### config.mk
export PLATFORM = sky130hd
export DESIGN_NAME = cam_xlat_mmu
export DESIGN_NICKNAME = d
export VERILOG_FILES = /design/src/rtl/cam_xlat_pkg.sv /design/src/rtl/cam_table.sv /design/src/rtl/match_encode.sv /design/src/rtl/region_decode.sv /design/src/rtl/cam_xlat_mmu.sv
export SDC_FILE = /design/constraint.sdc
export NUM_CORES = 2
export LEC_CHECK = 0
export BUFFER_PORTS_ARGS = -buffer_cell sky130_fd_sc_hd__buf_4
export CORE_UTILIZATION = 35
export CTS_CLUSTER_DIAMETER = 50
export CTS_CLUSTER_SIZE = 25
export DETAILED_ROUTE_END_ITERATION = 10
export REMOVE_ABC_BUFFERS = 1
export SYNTH_ARGS = -nofsm -noshare
export SYNTH_HDL_FRONTEND = slang
export SYNTH_SLANG_ARGS = --single-unit
### constraint.sdc
create_clock -name clk_i -period 7.09 [get_ports clk_i]
set_clock_uncertainty 0.2 [all_clocks]
set_input_delay 2.127 -clock clk_i [delete_from_list [all_inputs] [get_ports clk_i]]
set_output_delay 2.127 -clock clk_i [all_outputs]
set_load 0.05 [all_outputs]
### src/rtl/cam_xlat_pkg.sv
package cam_xlat_pkg;
  typedef enum logic [1:0] {
    RG_XLAT   = 2'd0,
    RG_DIRECT = 2'd1,
    RG_IO     = 2'd2,
    RG_ROM    = 2'd3
  } region_e;

  localparam logic [1:0] PROT_NONE = 2'b00;
  localparam logic [1:0] PROT_RO   = 2'b01;
  localparam logic [1:0] PROT_RW   = 2'b10;
endpackage

### src/rtl/cam_table.sv
module cam_table #(
  parameter int NUM_PAGES = 128,
  parameter int LPN_W     = 13,
  parameter int IDX_W     = 7,
  parameter int PARK_LPN  = 1023
) (
  input  logic                            clk_i,
  input  logic                            rst_ni,
  input  logic                            wr_en_i,
  input  logic [IDX_W-1:0]                wr_idx_i,
  input  logic [LPN_W-1:0]                wr_lpn_i,
  input  logic [1:0]                      wr_prot_i,
  input  logic [LPN_W-1:0]                query_i,
  output logic [NUM_PAGES-1:0]            match_o,
  output logic [NUM_PAGES-1:0][1:0]       prot_o
);
  import cam_xlat_pkg::*;

  logic [NUM_PAGES-1:0][LPN_W-1:0] lpn_q;
  logic [NUM_PAGES-1:0][1:0]       prot_q;

  always_ff @(posedge clk_i or negedge rst_ni) begin
    if (!rst_ni) begin
      for (int i = 0; i < NUM_PAGES; i++) begin
        lpn_q[i]  <= LPN_W'(PARK_LPN);
        prot_q[i] <= PROT_NONE;
      end
    end else if (wr_en_i) begin
      for (int i = 0; i < NUM_PAGES; i++) begin
        if (wr_idx_i == IDX_W'(i)) begin
          lpn_q[i]  <= wr_lpn_i;
          prot_q[i] <= wr_prot_i;
        end
      end
    end
  end

  // one comparator per physical page
  for (genvar g = 0; g < NUM_PAGES; g++) begin : g_cell
    assign match_o[g] = (lpn_q[g] == query_i);
  end

  assign prot_o = prot_q;

  // the written cell holds the new content one edge later
  p_write_lands_r2: assert property (@(posedge clk_i) disable iff (!rst_ni)
    wr_en_i |=> (lpn_q[$past(wr_idx_i)] == $past(wr_lpn_i)) &&
                (prot_q[$past(wr_idx_i)] == $past(wr_prot_i)));

  // a cell that was not addressed keeps its content
  p_other_cell_stable_r2: assert property (@(posedge clk_i) disable iff (!rst_ni)
    (wr_en_i && wr_idx_i != '0) |=> $stable(lpn_q[0]));
endmodule

### src/rtl/match_encode.sv
module match_encode #(
  parameter int NUM_PAGES = 128,
  parameter int IDX_W     = 7
) (
  input  logic                 clk_i,
  input  logic                 rst_ni,
  input  logic [NUM_PAGES-1:0] match_i,
  output logic                 any_o,
  output logic                 multi_o,
  output logic [IDX_W-1:0]     idx_o
);
  // OR of indices; only meaningful for a single match
  always_comb begin
    idx_o = '0;
    for (int i = 0; i < NUM_PAGES; i++) begin
      if (match_i[i]) idx_o = idx_o | IDX_W'(i);
    end
  end

  assign any_o   = |match_i;
  assign multi_o = |(match_i & (match_i - NUM_PAGES'(1)));

  // multi flag tracks a population of two or more
  p_multi_count_r5: assert property (@(posedge clk_i) disable iff (!rst_ni)
    multi_o == ($countones(match_i) > 1));

  // single match yields the matching index
  p_single_index_r3: assert property (@(posedge clk_i) disable iff (!rst_ni)
    (any_o && !multi_o) |-> match_i[idx_o]);
endmodule

### src/rtl/region_decode.sv
module region_decode #(
  parameter int ADDR_W = 26
) (
  input  logic [ADDR_W-1:0]      addr_i,
  output cam_xlat_pkg::region_e  region_o
);
  import cam_xlat_pkg::*;

  always_comb begin
    if (!addr_i[ADDR_W-1])      region_o = RG_XLAT;
    else if (!addr_i[ADDR_W-2]) region_o = RG_DIRECT;
    else if (!addr_i[ADDR_W-3]) region_o = RG_IO;
    else                        region_o = RG_ROM;
  end
endmodule

### src/rtl/cam_xlat_mmu.sv
module cam_xlat_mmu #(
  parameter int NUM_PAGES    = 128,
  parameter int ADDR_W       = 26,
  parameter int MIN_PG_SHIFT = 12,
  parameter int PARK_LPN     = 1023,
  localparam int IDX_W       = $clog2(NUM_PAGES),
  localparam int LPN_W       = ADDR_W - 1 - MIN_PG_SHIFT
) (
  input  logic              clk_i,
  input  logic              rst_ni,
  input  logic              ctl_we_i,
  input  logic [1:0]        ctl_pgsz_i,
  input  logic              acc_valid_i,
  input  logic [ADDR_W-1:0] acc_addr_i,
  input  logic              acc_write_i,
  input  logic              acc_user_i,
  input  logic              tw_en_i,
  input  logic [IDX_W-1:0]  tw_idx_i,
  input  logic [LPN_W-1:0]  tw_lpn_i,
  input  logic [1:0]        tw_prot_i,
  output logic              rsp_valid_o,
  output logic              hit_o,
  output logic              multi_o,
  output logic              abort_o,
  output logic [1:0]        region_o,
  output logic [IDX_W-1:0]  ppn_o
);
  import cam_xlat_pkg::*;

  localparam int DPG_W = ADDR_W - 2 - MIN_PG_SHIFT;

  logic [1:0] pgsz_q;

  always_ff @(posedge clk_i or negedge rst_ni) begin
    if (!rst_ni)       pgsz_q <= 2'd3;
    else if (ctl_we_i) pgsz_q <= ctl_pgsz_i;
  end

  // page fields, right-aligned for the selected size
  logic [LPN_W-1:0] query;
  logic [DPG_W-1:0] dpage;
  logic [MIN_PG_SHIFT-1:0] unused_offset;
  logic [DPG_W-IDX_W-1:0]  unused_dpage_hi;

  assign query           = acc_addr_i[ADDR_W-2:MIN_PG_SHIFT] >> pgsz_q;
  assign dpage           = acc_addr_i[ADDR_W-3:MIN_PG_SHIFT] >> pgsz_q;
  assign unused_offset   = acc_addr_i[MIN_PG_SHIFT-1:0];
  assign unused_dpage_hi = dpage[DPG_W-1:IDX_W];

  logic [NUM_PAGES-1:0]      match;
  logic [NUM_PAGES-1:0][1:0] cell_prot;
  logic                      any_m, multi_m;
  logic [IDX_W-1:0]          idx_m;
  region_e                   region_d;

  cam_table #(
    .NUM_PAGES (NUM_PAGES),
    .LPN_W     (LPN_W),
    .IDX_W     (IDX_W),
    .PARK_LPN  (PARK_LPN)
  ) u_table (
    .clk_i     (clk_i),
    .rst_ni    (rst_ni),
    .wr_en_i   (tw_en_i),
    .wr_idx_i  (tw_idx_i),
    .wr_lpn_i  (tw_lpn_i),
    .wr_prot_i (tw_prot_i),
    .query_i   (query),
    .match_o   (match),
    .prot_o    (cell_prot)
  );

  match_encode #(
    .NUM_PAGES (NUM_PAGES),
    .IDX_W     (IDX_W)
  ) u_enc (
    .clk_i   (clk_i),
    .rst_ni  (rst_ni),
    .match_i (match),
    .any_o   (any_m),
    .multi_o (multi_m),
    .idx_o   (idx_m)
  );

  region_decode #(.ADDR_W(ADDR_W)) u_region (
    .addr_i   (acc_addr_i),
    .region_o (region_d)
  );

  logic             hit_d, multi_d, abort_d, single;
  logic [IDX_W-1:0] ppn_d;
  logic [1:0]       prot_sel;

  assign single   = any_m && !multi_m;
  assign prot_sel = cell_prot[idx_m];

  always_comb begin
    hit_d   = 1'b0;
    multi_d = 1'b0;
    abort_d = 1'b0;
    ppn_d   = '0;
    unique case (region_d)
      RG_XLAT: begin
        hit_d   = single;
        multi_d = multi_m;
        ppn_d   = single ? idx_m : '0;
        if (acc_user_i) begin
          if (!single)          abort_d = 1'b1;
          else if (acc_write_i) abort_d = !prot_sel[1];
          else                  abort_d = (prot_sel == PROT_NONE);
        end
      end
      RG_DIRECT: begin
        hit_d   = 1'b1;
        ppn_d   = dpage[IDX_W-1:0];
        abort_d = acc_user_i;
      end
      RG_IO:   abort_d = acc_user_i;
      default: abort_d = 1'b0;
    endcase
  end

  always_ff @(posedge clk_i or negedge rst_ni) begin
    if (!rst_ni) begin
      rsp_valid_o <= 1'b0;
      hit_o       <= 1'b0;
      multi_o     <= 1'b0;
      abort_o     <= 1'b0;
      region_o    <= 2'd0;
      ppn_o       <= '0;
    end else begin
      rsp_valid_o <= acc_valid_i;
      hit_o       <= acc_valid_i && hit_d;
      multi_o     <= acc_valid_i && multi_d;
      abort_o     <= acc_valid_i && abort_d;
      region_o    <= acc_valid_i ? region_d : 2'd0;
      ppn_o       <= acc_valid_i ? ppn_d : '0;
    end
  end

  p_valid_latency_r12: assert property (@(posedge clk_i) disable iff (!rst_ni)
    acc_valid_i |=> rsp_valid_o);

  p_idle_quiet_r12: assert property (@(posedge clk_i) disable iff (!rst_ni)
    !rsp_valid_o |-> !(hit_o || multi_o || abort_o));

  p_hit_excl_r5: assert property (@(posedge clk_i) disable iff (!rst_ni)
    !(hit_o && multi_o));

  p_sup_never_abort_r8: assert property (@(posedge clk_i) disable iff (!rst_ni)
    (rsp_valid_o && !$past(acc_user_i)) |-> !abort_o);

  p_user_miss_abort_r6: assert property (@(posedge clk_i) disable iff (!rst_ni)
    (rsp_valid_o && region_o == 2'd0 && !hit_o && $past(acc_user_i)) |-> abort_o);

  p_direct_hit_r9: assert property (@(posedge clk_i) disable iff (!rst_ni)
    (rsp_valid_o && region_o == 2'd1) |-> (hit_o && !multi_o));
endmodule

==> results.yml <==
critical_path:
  worstPathMaxFanout: 16
  critical_path_cell_list: "buf_4, mux4_4, buf_12, buf_4, xor2_1, nor4_2, nand4_1, nor3_2, buf_4, nand4b_1, buf_4, nor4_4, and4b_1, buf_12, buf_12, a41oi_2, or4_4, a2111o_1, nor4_4, buf_4, and4_4, nand3_4, or2_4, o22ai_2"
  worst_path_most_repeated_cell: "buf_4"
  critical_path.startpoint_type: "primary input"
  r2r.worst_path.cells: 23
  critPathArrivalTime_ps: 7860
  cpPeakStageDelay_ps: 670
  critical-path-top-delay-family: "simple AND/OR/NAND/NOR gates"
  worst_ep_required_time_ps: 7690
  crit_path_top_delay_cell: "mux4_4"
  critical_path.reg2reg.startpoint: "pgsz_q[1]"
  worst-r2r-setup-slack_ps: 270
  cp.depth: 24
  r2r-end: "ppn_o[5]"
  startpoint_to_endpoint_class_of_the_critical_path: "primary input to flip-flop"
  cp-startpoint: "acc_addr_i[19]"
  crit_path_end: "ppn_o[5]"
  type_of_element_capturing_the_critical_path: "flip-flop"
  critical_path_buf_inv_count: 8
sta:
  timing.final.ws_setup_ps: -168
  fmaxAchievable_mhz: 138
  fin_setup_tns_ps: -944
  final_hold_viol_count: 0
  final_min_period_over_clock_period_pct: 102
  rsz0062_at_grt: "true"
  period_minus_slack_ps: 7260
  slew-limit-headroom_pct: 13.5
  finalSetupViolCount: 9
  max_slew.worst_pin.slew_ps: 1290
  finalMaxSlewViolations: 0
clock_network:
  count_of_hold_fix_buffers_inserted_at_cts: 0
  worst_skew_pair.late_latency_ps: 950
  clk_pin_slew_ps: 70
  htree_levels: 4
  tritoncts: "yes"
  clk_path_buf_depth: 4
  clockRootBuffer: "clkbuf_16"
  cts-buffers-inserted: 223
  cts_num_sinks: 1935
status:
  outcome: "finished, violations left"
  violations: "negative setup slack"
placement:
  preCtsSetupSlack_ps: -2020
  placement.cell_area_um2: 126000
  dp_hpwl_um: 316000
  globalplace.congestion: 1.01
  portBuffers: 57
synthesis:
  synthArstFlopShare_pct: 100
  synth_ff_type: "dfstp_2"
  post_synth_instance_area_um2: 111000
  number_of_synthesized_register_bits: 1935
  synth_edf_count: 0
  synth.avg_cell_area_um2: 11.8
  yosysUniqueCellTypes: 111
  syn_inst: 9409
  ys_seq_area_share_pct: 45.2
  yosys_warnings: 0
power:
  ir_worst_vdd_v: 0.000226
  power.share.clock_pct: 37.8
  seq_power_share_pct: 40.0
  p_int_mw: 22.8
  power.density_cell_area_nw_per_um2: 245
  post-layout-total-power_mw: 33.0
  power.switching_fraction_pct: 30.9
  pwr-share-comb_pct: 22.2
  power.static_leakage_nw: 55.7
  power.switching_mw: 10.2
global_route:
  global_route.usage.total_pct: 28.2
  grtUsageMet1_pct: 38.1
  antenna_found_initial: 34
  grt_busiest_layer: "met2"
  use_met2_pct: 43.6
  grt_first_pass_wirelength_um: 646000
  gr-total-overflow: 0
  first_global_vias: 85900
  met3_usage_pct: 5.58
  largest_net_degree_at_the_start_of_global_routing: 179
floorplanning:
  core_area_um2: 315000
  die_width_um: 565
  dieHeight_um: 565
  ioPinCount: 70
  initial_core_util_pct: 35.2
  placementRows: 206
  dieArea_um2: 319000
layout:
  finalNetCount: 10400
  area_growth_syn_to_layout_pct: 21.7
  register_area_um2: 50000
  multi_input_comb_area_um2: 56800
  stdcell_area_um2: 135000
  n_fill_cell: 29100
  layout_cell_share_with_drive_strength_beyond_1_pct: 50.2
drt:
  routed_wire_length_per_instance_um: 31.2
  drt_pre_antenna_iters: 6
  routed-via-count: 85000
  drc: 0
  route.final.wire_length_um: 457000
  ant_nets: 0
  via_per_inst: 5.80
  drt_iter0_drc: 9028
job:
  maxCapViolCount: 0
min_path:
  hold_path_class: "flip-flop to flip-flop"
[final cells by class]
class / count / share of cell area (%)
Multi-Input combinational cell: 6591 / 42.2
Sequential cell: 1935 / 37.1
Timing Repair Buffer: 1460 / 10.7
Clock buffer: 260 / 4.42
Tap cell: 4160 / 3.86
Clock inverter: 150 / 1.43
Inverter: 92 / 0.263
Antenna cell: 17 / 0.0316
[per-layer routing]
metal / routed length (um) / part of all wire [%]
met5: 97 / 0.021
met3: 37400 / 8.2
met1: 195000 / 43
met4: 22800 / 5.0
met2: 203000 / 44
[worst min path at each step]
stage | to | start | depth (start not counted) | slack, ps
6_report | u_table.prot_o[182] | u_table.prot_o[182] | 1 | 300
4_1_cts | u_table.prot_o[182] | u_table.prot_o[182] | 1 | 310
2_1_floorplan | u_table.prot_o[168] | u_table.prot_o[168] | 1 | 270
3_3_place_gp | u_table.prot_o[182] | u_table.prot_o[182] | 1 | 280
3_5_place_dp | u_table.prot_o[182] | u_table.prot_o[182] | 1 | 290
5_1_grt | u_table.prot_o[196] | u_table.prot_o[196] | 1 | 320
[synth_stat cells, types with 23 or more instances]
cell | n | share of area [%]
buf_6 | 90 | 0.91
nand4_1 | 192 | 1.1
mux2_2 | 1924 | 20
o2111ai_1 | 51 | 0.40
nor2b_1 | 82 | 0.46
a311oi_1 | 23 | 0.18
or4_1 | 39 | 0.26
clkbuf_1 | 411 | 1.4
nand2_1 | 358 | 1.2
buf_2 | 117 | 0.53
nand2b_1 | 40 | 0.23
nand3_1 | 199 | 0.90
xnor2_1 | 1290 | 10
o211ai_1 | 43 | 0.29
and3_1 | 45 | 0.25
a211oi_1 | 45 | 0.30
o32ai_1 | 78 | 0.62
nand4b_1 | 24 | 0.19
nor3_1 | 165 | 0.75
o22ai_1 | 39 | 0.22
nor2_1 | 251 | 0.85
buf_4 | 135 | 0.91
o21ai_0 | 160 | 0.72
xor2_1 | 356 | 2.8
inv_1 | 90 | 0.30
a32oi_1 | 66 | 0.52
o221ai_1 | 28 | 0.22
o32a_1 | 45 | 0.41
mux2i_1 | 208 | 1.9
a22oi_1 | 31 | 0.21
nor4_1 | 127 | 0.72
a31oi_1 | 44 | 0.25
a21oi_1 | 166 | 0.75
a2111oi_0 | 52 | 0.41
dfstp_2 | 1282 | 30
dfrtp_1 | 653 | 15
[power by group through the flow]
| stage | registers [mW] | logic (mW) | clock network [mW] |
|---|---|---|---|
| floorplan | 13.2 | 3.82 | 0 |
| global placement | 13.3 | 6.94 | 0 |
| detailed placement | 13.4 | 7.05 | 0 |
| CTS | 13.2 | 7.22 | 12.7 |
| global route | 13.3 | 7.70 | 13.1 |
| finish | 13.2 | 7.33 | 12.5 |
[sequential cells by signal, indices dropped and copies added (netlist names)]
signal,cells
hit_o,1
region_o,2
multi_o,1
pgsz_q,2
u_table.lpn_q,1664
u_table.prot_o,256
ppn_o,7
rsp_valid_o,1
abort_o,1
[cells in the final DEF (no fill, tap or decap), types with 24 or more instances in the layout]
cell type  netlist  routed
o221ai_1        28      27
mux2i_1        208     198
o32ai_1         78      77
nand2b_1        40      40
bufinv_16        0      24
nor2_1         251     239
nor3_1         165     161
or4_1           39      31
nand2_1        358     356
dfstp_2       1282    1280
nor4_1         127     106
nor2b_1         82      80
o2111ai_1       51      46
clkbuf_16        0     226
a31oi_1         44      43
xnor2_1       1290    1290
buf_12           6     252
a32oi_1         66      65
inv_6            0      41
a211oi_1        45      44
inv_1           90      90
buf_4          135    1161
o22ai_1         39      39
nand3_1        199     193
a21oi_1        166     163
buf_6           90      35
nand4_1        192     192
xor2_1         356     351
dfrtp_1        653     653
o211ai_1        43      43
a22oi_1         31      30
o21ai_0        160     160
mux2_2        1924    1917
and3_1          45      41
o32a_1          45      45
a2111oi_0       52      45
nand4b_1        24      24
[cell families (layout without fill, tap and decap cells)]
kind of cell	Yosys count	after routing	share of synthesized area, %
other	0	17	0
DFF	1935	1935	45.2
AOI/OAI and AO/OA	1078	1078	7.20
muxes	2149	2149	21.7
xor gates and xnor gates	1646	1646	13.0
and+or+nand+nor	1712	1712	8.41
buffers and inverters	883	1962	4.42
adders and majority gates	6	6	0.0610
[repair_timing]
action                                  4_1_cts  5_1_grt
pin swaps                                    23       31
gates cloned                                  3        0
resized for setup                            93       72
hold endpoints to repair                      0        0
endpoints found under the setup margin       10        9
buffers inserted                             36       17
[stage by stage]
| step | instances | hold WS (ps) | util, % |
|---|---|---|---|
| floorplan | 8618 | 271 | - |
| global route | 14700 | 316 | 42.8 |
| detailed placement | 14200 | 290 | 39.8 |
| finish | 14700 | 304 | 42.8 |
| CTS | 14600 | 305 | 42.6 |
| global placement | 14200 | 283 | 39.8 |
Power figures use the tool's default switching activity.
